$ cat src/rtl/hdlc_rxs_pkg.sv
package hdlc_rxs_pkg;
  typedef enum logic [1:0] {
    MODE_AUTO    = 2'b00,
    MODE_NONAUTO = 2'b01,
    MODE_TRANSP0 = 2'b10,
    MODE_TRANSP1 = 2'b11
  } rx_mode_e;

  typedef struct packed {
    logic vfr;
    logic rdo;
    logic crc;
    logic rab;
    logic ha1;
    logic ha0;
    logic cr;
    logic la;
  } rx_stat_t;
endpackage

$ cat src/rtl/hdlc_rxs_bounds.sv
module hdlc_rxs_bounds #(
  parameter int LEN_W = 4
) (
  input  logic [1:0]       mode,
  input  logic             addr16,
  input  logic             crc32,
  input  logic             crc_fwd,
  output logic [LEN_W-1:0] lo_bytes,
  output logic [LEN_W-1:0] hi_bytes
);
  import hdlc_rxs_pkg::*;

  logic [LEN_W-1:0] extra;
  logic [LEN_W-1:0] base;

  always_comb begin
    extra = crc32 ? LEN_W'(2) : LEN_W'(0);
    base  = addr16 ? LEN_W'(4) : LEN_W'(3);
    case (mode)
      MODE_TRANSP0: begin
        hi_bytes = LEN_W'(2) + extra;
        lo_bytes = hi_bytes;
      end
      MODE_TRANSP1: begin
        hi_bytes = LEN_W'(3) + extra;
        lo_bytes = hi_bytes;
      end
      default: begin
        hi_bytes = base + extra;
        lo_bytes = crc_fwd ? (base - LEN_W'(1)) : hi_bytes;
      end
    endcase
  end

  always_comb begin
    assert (lo_bytes <= hi_bytes && lo_bytes >= LEN_W'(2))
      else $error("a_r4_bounds_order violated");
  end
endmodule

$ cat src/rtl/hdlc_rxs_len_ctr.sv
module hdlc_rxs_len_ctr #(
  parameter int CNT_W = 12
) (
  input  logic             clk,
  input  logic             rst,
  input  logic             flag_open,
  input  logic             flag_close,
  input  logic             bit_valid,
  input  logic             ovf_in,
  input  logic             abort_in,
  output logic             frame_end,
  output logic [CNT_W-1:0] bit_cnt,
  output logic             ovf_now,
  output logic             abort_now,
  output logic             ovf_irq
);
  localparam logic [CNT_W-1:0] CNT_MAX = '1;

  logic in_frame;
  logic ovf_seen;
  logic abort_seen;

  assign frame_end = flag_close & in_frame;
  assign ovf_now   = ovf_seen | (ovf_in & in_frame);
  assign abort_now = abort_seen | (abort_in & in_frame);

  always_ff @(posedge clk) begin
    if (rst) begin
      in_frame   <= 1'b0;
      bit_cnt    <= '0;
      ovf_seen   <= 1'b0;
      abort_seen <= 1'b0;
      ovf_irq    <= 1'b0;
    end else begin
      ovf_irq <= in_frame & ovf_in & ~ovf_seen & ~flag_open & ~flag_close;
      if (flag_open) begin
        in_frame   <= 1'b1;
        bit_cnt    <= '0;
        ovf_seen   <= 1'b0;
        abort_seen <= 1'b0;
      end else if (frame_end) begin
        in_frame <= 1'b0;
      end else if (in_frame) begin
        if (bit_valid && bit_cnt != CNT_MAX) bit_cnt <= bit_cnt + 1'b1;
        if (ovf_in) ovf_seen <= 1'b1;
        if (abort_in) abort_seen <= 1'b1;
      end
    end
  end

  a_r8_clear_on_open: assert property (@(posedge clk) disable iff (rst)
    flag_open |=> (bit_cnt == '0 && !ovf_seen && !abort_seen));
  a_r7_irq_from_ovf: assert property (@(posedge clk) disable iff (rst)
    ovf_irq |-> $past(ovf_in));
  a_r7_sticky_ovf: assert property (@(posedge clk) disable iff (rst)
    (ovf_seen && !flag_open) |=> ovf_seen);
endmodule

$ cat src/rtl/hdlc_rxs_assemble.sv
module hdlc_rxs_assemble #(
  parameter int CNT_W = 12,
  parameter int LEN_W = 4
) (
  input  logic             clk,
  input  logic             rst,
  input  logic             frame_end,
  input  logic [CNT_W-1:0] bit_cnt,
  input  logic [LEN_W-1:0] lo_bytes,
  input  logic [LEN_W-1:0] hi_bytes,
  input  logic             ovf_now,
  input  logic             abort_now,
  input  logic             crc_ok,
  input  logic [1:0]       ha_match,
  input  logic             cr_bit,
  input  logic             la_match,
  output logic [7:0]       stat_reg,
  output logic             fifo_wr,
  output logic [7:0]       fifo_data,
  output logic             eof_irq
);
  import hdlc_rxs_pkg::*;

  localparam int BYTE_W = CNT_W - 3;

  logic [BYTE_W-1:0] byte_cnt;
  logic [BYTE_W-1:0] lo_x;
  logic [BYTE_W-1:0] hi_x;
  logic              aligned;
  logic              too_small;
  rx_stat_t          st;

  assign byte_cnt  = bit_cnt[CNT_W-1:3];
  assign aligned   = (bit_cnt[2:0] == 3'd0);
  assign lo_x      = BYTE_W'(lo_bytes);
  assign hi_x      = BYTE_W'(hi_bytes);
  assign too_small = (byte_cnt < lo_x);

  always_comb begin
    st.vfr = aligned & (byte_cnt > hi_x);
    st.rdo = ovf_now;
    st.crc = crc_ok;
    st.rab = abort_now;
    st.ha1 = ha_match[1];
    st.ha0 = ha_match[0];
    st.cr  = cr_bit;
    st.la  = la_match;
  end

  always_ff @(posedge clk) begin
    if (rst) begin
      stat_reg  <= 8'h00;
      fifo_wr   <= 1'b0;
      fifo_data <= 8'h00;
      eof_irq   <= 1'b0;
    end else begin
      eof_irq <= fifo_wr;
      fifo_wr <= frame_end & ~too_small;
      if (frame_end && !too_small) begin
        stat_reg  <= st;
        fifo_data <= st;
      end
    end
  end

  a_r9_eof_after_push: assert property (@(posedge clk) disable iff (rst)
    eof_irq |-> $past(fifo_wr));
  a_r9_single_push: assert property (@(posedge clk) disable iff (rst)
    fifo_wr |=> !fifo_wr);
  a_r2_fifo_equals_reg: assert property (@(posedge clk) disable iff (rst)
    fifo_wr |-> (fifo_data == stat_reg));
  a_r10_reg_hold: assert property (@(posedge clk) disable iff (rst)
    !fifo_wr |-> $stable(stat_reg));
  a_r6_push_needs_end: assert property (@(posedge clk) disable iff (rst)
    fifo_wr |-> $past(frame_end));
endmodule

$ cat src/rtl/hdlc_rx_status.sv
module hdlc_rx_status #(
  parameter int CNT_W = 12,
  parameter int LEN_W = 4
) (
  input  logic       clk,
  input  logic       rst,
  input  logic [1:0] cfg_mode,
  input  logic       cfg_addr16,
  input  logic       cfg_crc32,
  input  logic       cfg_crc_fwd,
  input  logic       flag_open,
  input  logic       flag_close,
  input  logic       bit_valid,
  input  logic       ovf_in,
  input  logic       abort_in,
  input  logic       crc_ok,
  input  logic [1:0] ha_match,
  input  logic       cr_bit,
  input  logic       la_match,
  output logic [7:0] stat_reg,
  output logic       fifo_wr,
  output logic [7:0] fifo_data,
  output logic       eof_irq,
  output logic       ovf_irq
);
  logic             frame_end;
  logic [CNT_W-1:0] bit_cnt;
  logic             ovf_now;
  logic             abort_now;
  logic [LEN_W-1:0] lo_bytes;
  logic [LEN_W-1:0] hi_bytes;

  hdlc_rxs_bounds #(.LEN_W(LEN_W)) u_bounds (
    .mode     (cfg_mode),
    .addr16   (cfg_addr16),
    .crc32    (cfg_crc32),
    .crc_fwd  (cfg_crc_fwd),
    .lo_bytes (lo_bytes),
    .hi_bytes (hi_bytes)
  );

  hdlc_rxs_len_ctr #(.CNT_W(CNT_W)) u_len (
    .clk        (clk),
    .rst        (rst),
    .flag_open  (flag_open),
    .flag_close (flag_close),
    .bit_valid  (bit_valid),
    .ovf_in     (ovf_in),
    .abort_in   (abort_in),
    .frame_end  (frame_end),
    .bit_cnt    (bit_cnt),
    .ovf_now    (ovf_now),
    .abort_now  (abort_now),
    .ovf_irq    (ovf_irq)
  );

  hdlc_rxs_assemble #(.CNT_W(CNT_W), .LEN_W(LEN_W)) u_asm (
    .clk       (clk),
    .rst       (rst),
    .frame_end (frame_end),
    .bit_cnt   (bit_cnt),
    .lo_bytes  (lo_bytes),
    .hi_bytes  (hi_bytes),
    .ovf_now   (ovf_now),
    .abort_now (abort_now),
    .crc_ok    (crc_ok),
    .ha_match  (ha_match),
    .cr_bit    (cr_bit),
    .la_match  (la_match),
    .stat_reg  (stat_reg),
    .fifo_wr   (fifo_wr),
    .fifo_data (fifo_data),
    .eof_irq   (eof_irq)
  );

  a_r1_no_strobe_in_reset: assert property (@(posedge clk)
    rst |=> (!fifo_wr && !eof_irq && !ovf_irq && stat_reg == 8'h00));
endmodule

$ cat config.mk
export PLATFORM = sky130hd
export DESIGN_NAME = hdlc_rx_status
export DESIGN_NICKNAME = d
export VERILOG_FILES = /design/src/rtl/hdlc_rxs_pkg.sv /design/src/rtl/hdlc_rxs_bounds.sv /design/src/rtl/hdlc_rxs_len_ctr.sv /design/src/rtl/hdlc_rxs_assemble.sv /design/src/rtl/hdlc_rx_status.sv
export SDC_FILE = /design/constraint.sdc
export NUM_CORES = 1
export LEC_CHECK = 0
export BUFFER_PORTS_ARGS = -buffer_cell sky130_fd_sc_hd__buf_2
export CORE_MARGIN = 3
export CORE_UTILIZATION = 50
export DETAILED_ROUTE_END_ITERATION = 10
export PLACE_DENSITY = 0.84
export SETUP_SLACK_MARGIN = 0.15
export SLEW_MARGIN = 20
export SYNTH_ARGS = -nofsm -noshare
export SYNTH_HDL_FRONTEND = slang
export SYNTH_SLANG_ARGS = --single-unit
$ cat constraint.sdc
create_clock -name clk -period 4.1 [get_ports clk]
set_clock_uncertainty 0.15 [all_clocks]
set_input_delay 0.82 -clock clk [delete_from_list [all_inputs] [get_ports clk]]
set_output_delay 0.82 -clock clk [all_outputs]
set_load 0.005 [all_outputs]
---- Word level (Yosys, flattened, before mapping) ----
Index checks and enable logic that the tools add are counted.
storage, ports and cells
  output and inout bits ................... 19
  register bits after elaboration ......... 26
  word-level logic and storage cells ...... 49
  input bits .............................. 17
operators by class
  bitwise logic cells ..................... 15
  mux-type cells .......................... 7
  add/subtract/negate cells ............... 5
  reduce and logical (&&, ||, !) cells .... 9
  $lt $le $gt $ge ......................... 2
  eq/ne operators ......................... 3
operators by type and width
  cell                                              count
  one-hot mux 4 bit (2 select lines)                2
  adder 12 x 1 -> 12 bit, second input constant     1
  != test 12 bit, second input constant             1
  > comparator 9 x 4 -> 1 bit                       1
  < comparator 9 x 4 -> 1 bit                       1
  AND reduction 3 bit                               3
  adder 2 x 4 -> 4 bit, first input constant        2
  AND 1 bit                                         8
  NOT 1 bit                                         5
  adder 4 bit                                       1
  == test 2 bit, second input constant              2
  2-to-1 mux 4 bit                                  1
  subtractor 4 x 1 -> 4 bit, second input constant  1
  zero test 3 bit                                   1
  2-to-1 mux 3 bit                                  1
  logical AND 1 bit                                 2
  2-to-1 mux 1 bit                                  2
  2-to-1 mux 2 bit                                  1
  bitwise OR 1 bit                                  2
  nonzero test 2 bit                                1
  OR reduction 2 bit                                1
  zero test 1 bit                                   1

---- Logic depth before layout (Yosys ltp) ----
  depth in word-level cells ............... 7
  mapped depth ............................ 11
  mapped depth without buffers ............ 10

---- By module ----
From an unflattened synthesis, not the netlist that was laid out.
second synthesis, totals
  cells, all modules ...................... 172
  area, all modules ....................... 1,527.7 µm²
modules (own cells, without submodules)
  module             times used  cells each  seq. area each (µm²)  area an instance (µm²)
  hdlc_rxs_len_ctr   1           85          320.3                 767.0
  hdlc_rxs_assemble  1           70          200.2                 620.6
  hdlc_rxs_bounds    1           17          0.0                   140.1

---- Worst setup path after synthesis ----
OpenSTA, ideal clock, no wires.
  path kind ............................... input-to-reg
  start ................................... in cfg_mode[1]
  end ..................................... reg u_asm.fifo_data[0]
  arrival ................................. 2.691 ns
  cell stages on the path ................. 10
  required time ........................... 3.822 ns
  setup time .............................. 0.128 ns
  buffers on the path ..................... 2
  path slack .............................. 1.131 ns
  cell sequence ........................... clkbuf_1 > nand2_1 > a21boi_0 > ha_1 > a21o_1 > a2111o_1 > o211ai_2 > buf_6 > mux2i_1 > nor2_1
on the way
  word-level cells in the longest chain between the ends .. 5
  elaborated cells on any way between the ends .. 6
  classes of those cells .................. 1 x order compare; 2 x eq/ne; 1 x mux; 2 x reduce/logical
ends and longest elaborated chain
  element                               RTL line                 text
  start: declaration                    hdlc_rx_status.sv:7      input logic [1:0] cfg_mode,
  == test 2 bit                         hdlc_rxs_bounds.sv:19    case (mode)
  one-hot mux 4 bit (2 select lines) *  hdlc_rxs_bounds.sv:19
  < comparator 9 x 4 -> 1 bit *         hdlc_rxs_assemble.sv:37  assign too_small = (byte_cnt < lo_x);
  zero test 1 bit *                     hdlc_rxs_assemble.sv:59  if (frame_end && !too_small) begin
  logical AND 1 bit *                   hdlc_rxs_assemble.sv:59
  end signal: assignment                hdlc_rxs_assemble.sv:61  fifo_data <= st;
  end: declaration                      hdlc_rxs_assemble.sv:19  output logic [7:0] fifo_data,
Every way passes the cells marked *; elsewhere a longest branch is shown, timed or not.
A chain may end at the register's enable or synchronous reset.

---- Worst setup path after layout ----
  start ................................... in cfg_addr16
  end ..................................... reg u_asm.fifo_data[0]
on the way
  word-level cells in the longest chain between the ends .. 7
  elaborated cells on any way between the ends .. 8
  classes of those cells .................. 2 x add/sub; 1 x order compare; 3 x mux; 2 x reduce/logical
ends and longest elaborated chain
  element                                                          RTL line                                      text
  start: declaration                                               hdlc_rx_status.sv:8                           input logic cfg_addr16,
  2-to-1 mux 3 bit *                                               hdlc_rxs_bounds.sv:18                         base = addr16 ? LEN_W'(4) : LEN_W'(3);
  adder 4 bit / subtractor 4 x 1 -> 4 bit (equally long branches)  hdlc_rxs_bounds.sv:29, hdlc_rxs_bounds.sv:30
  2-to-1 mux 4 bit *                                               hdlc_rxs_bounds.sv:30                         lo_bytes = crc_fwd ? (base - LEN_W'(1)) : hi_bytes;
  one-hot mux 4 bit (2 select lines) *                             hdlc_rxs_bounds.sv:19
  < comparator 9 x 4 -> 1 bit *                                    hdlc_rxs_assemble.sv:37
  zero test 1 bit *                                                hdlc_rxs_assemble.sv:59
  logical AND 1 bit *                                              hdlc_rxs_assemble.sv:59
Marked as above.

==> results.ini <==
[worst_setup_path]
worstPathRequired_ns = 4.18
startpoint = cfg_addr16
crit_fanout = 12
reg2reg_slack_ns = 1.65
crit_type = in2reg
reg2reg_from = u_len.bit_cnt[5]
worst_setup_path_start_kind = input pin
cp-end-kind = flip-flop
arrival_ns = 3.15

[global_route]
antenna_found_initial = 0
gr-usage-met2_pct = 30.7
grt_pass1_wl_um = 4870
groute.usage.overall_pct = 18.4
use_met1_pct = 21.0
busiest_layer = met2
grt_pass1_vias = 1154
met3_usage_pct = 5.23
overflow = 0
grt_max_degree = 16

[power]
power.leakage_nw = 0.733
p_int_mw = 0.372
p_sw_mw = 0.0975
clkPwrFrac_pct = 36.9
p_sw_share_pct = 20.8
seq_power_share_pct = 54.8
vdd_ir_drop_max_mv = 0.300
p_per_area_nw_per_um2 = 293
p_comb_share_pct = 8.3

[yosys]
synth_edf_count = 0
synth_fp_nets = 190
yosysWarningCount = 0
avgSynthCellArea_sq_um = 8.74
ys_seq_area_share_pct = 36.5
ys.flop_type = dfxtp_1
synth_seq_cells = 26
synth-async-reset-ratio_pct = 0
synthCells = 163
synth.distinct_cells = 37
syn_area_sq_um = 1430

[clocking]
clk_latency_ns = 0.32
h-tree-depth = 1
cts.sink_count = 26
cts_tree = yes
cts-buffers-inserted = 3
root_buffer = clkbuf_4
cts_buffer_depth = 2
path_clk_slew_ns = 0.14
cts_resized = 0
post_cts_buffers = 0
hold_buffers = 0

[die]
rows = 18
dieArea_sq_um = 3530
core_area_sq_um = 2590
die_h_um = 59.4
dieWidth_um = 59.4
start_util_pct = 55.0
io_pins = 36

[sta]
fin_crit_ns = 3.07
rsz0062_at_grt = no
slew_headroom_pct = 59.0
max_freq_ghz = 0.326
setup_violations = 0
finalHoldViolations = 0
finalSetupTns_ns = 0
period_share_pct = 74.9
tightest_slew_ns = 0.614
layout_setup_ws_ns = 1.03
drv_slew = 0

[route]
num_vias = 1174
drtAntennaViolNets = 0
wl_per_cell_um = 13.5
drt_iter0_drc = 39
via_per_inst = 5.39
wl_um = 2950
firstDrtPassIters = 4
drcViolationCount = 0

[hold_path]
hold_class = reg2reg
hold_start = u_len.ovf_seen

[cells_and_area]
area_growth_pct = 12.3
final_nets = 216
layout-drive-gt1-share_pct = 22.9
most-common-layout-cells = buf_2 (35), dfxtp_1 (26), nor2_1 (24)
diodes = 0
final_common_cell = buf_2

[outcome]
status = completed

[placement]
place_worst_setup_slack_ns = 0.690
portBuffers = 35
gp_congestion = 0.918
dpl.hpwl_um = 2380

[job]
max_cap_violations = 0

-- worst max-delay path: stages --
cell and delay (ns):
buf_2 0.13, inv_1 0.10, ha_1 0.15, inv_1 0.05
a21boi_0 0.19, ha_1 0.29, a21o_1 0.16, a2111o_1 0.41
o211ai_2 0.53, mux2i_1 0.27, nor2_1 0.05
-- cell families after synthesis --
family / after synthesis / synth area share [%]
AO/OA/AOI/OAI: 22 / 11.1
XOR/XNOR: 11 / 6.76
adder cells (fa/ha/maj): 10 / 8.78
buffers and inverters: 23 / 8.69
flip-flops: 26 / 36.5
multiplexers: 8 / 5.71
AND/OR/NAND/NOR: 63 / 22.5
-- layer usage --
metal / share of wire, % / wire length (um)
met1: 43 / 1280
met2: 50 / 1480
met3: 4.4 / 131
met4: 2.3 / 68
met5: 0 / 0
-- registers in the layout, indices dropped and copies added (netlist names) --
signal,count
u_len.ovf_seen,1
u_len.ovf_irq,1
u_len.abort_seen,1
u_asm.fifo_wr,1
u_asm.fifo_data,8
u_len.in_frame,1
u_asm.eof_irq,1
u_len.bit_cnt,12
-- cell usage after synthesis (3+ instances only) --
cell	count	area [sq um]
a21oi_1	5	25.0
nand2_1	7	26.3
inv_1	9	33.8
mux2i_1	7	70.1
buf_4	8	60.1
nor3_1	6	30.0
nand4_1	4	25.0
clkbuf_1	5	18.8
xnor2_1	9	78.8
a211oi_1	3	22.5
dfxtp_1	26	521
nor2b_1	4	25.0
ha_1	10	125
nor2_1	24	90.1
nand3_1	5	25.0
o21ai_0	4	20.0
-- power groups by stage --
stage	Combinational [mW]	Clock, mW	Sequential (mW)
after CTS	0.0388	0.179	0.257
after floorplan	0.0240	0	0.262
after global placement	0.0366	0	0.262
final	0.0389	0.173	0.257
after detailed placement	0.0384	0	0.262
after global routing	0.0440	0.191	0.257
-- final timing paths --
kind	cells after the start	end
min	1	u_len.ovf_irq
max reg2reg	6	u_asm.fifo_data[0]
min reg2reg	1	u_len.ovf_irq
max	11	u_asm.fifo_data[0]
-- area by class of cell --
type                            count  area [sq um]
Clock buffer                        3          22.5
Clock inverter                      1          30.0
Fill cell                         230           990
Inverter                            9          33.8
Multi-Input combinational cell    114           781
Sequential cell                    26           520
Tap cell                           30          37.5
Timing Repair Buffer               35           175
-- per-stage QoR --
step           hold WS (ns)  util (%)  area [sq um]  total power, mW  instances
6_report              0.324      61.8          1600            0.469        218
5_1_grt               0.349      61.8          1600            0.492        218
4_1_cts               0.326      61.8          1600            0.475        218
3_5_place_dp          0.302      59.8          1550            0.301        214
3_3_place_gp          0.285      59.8          1550            0.299        214
2_1_floorplan         0.271         -          1430            0.286        163
Power figures use the tool's default switching activity.
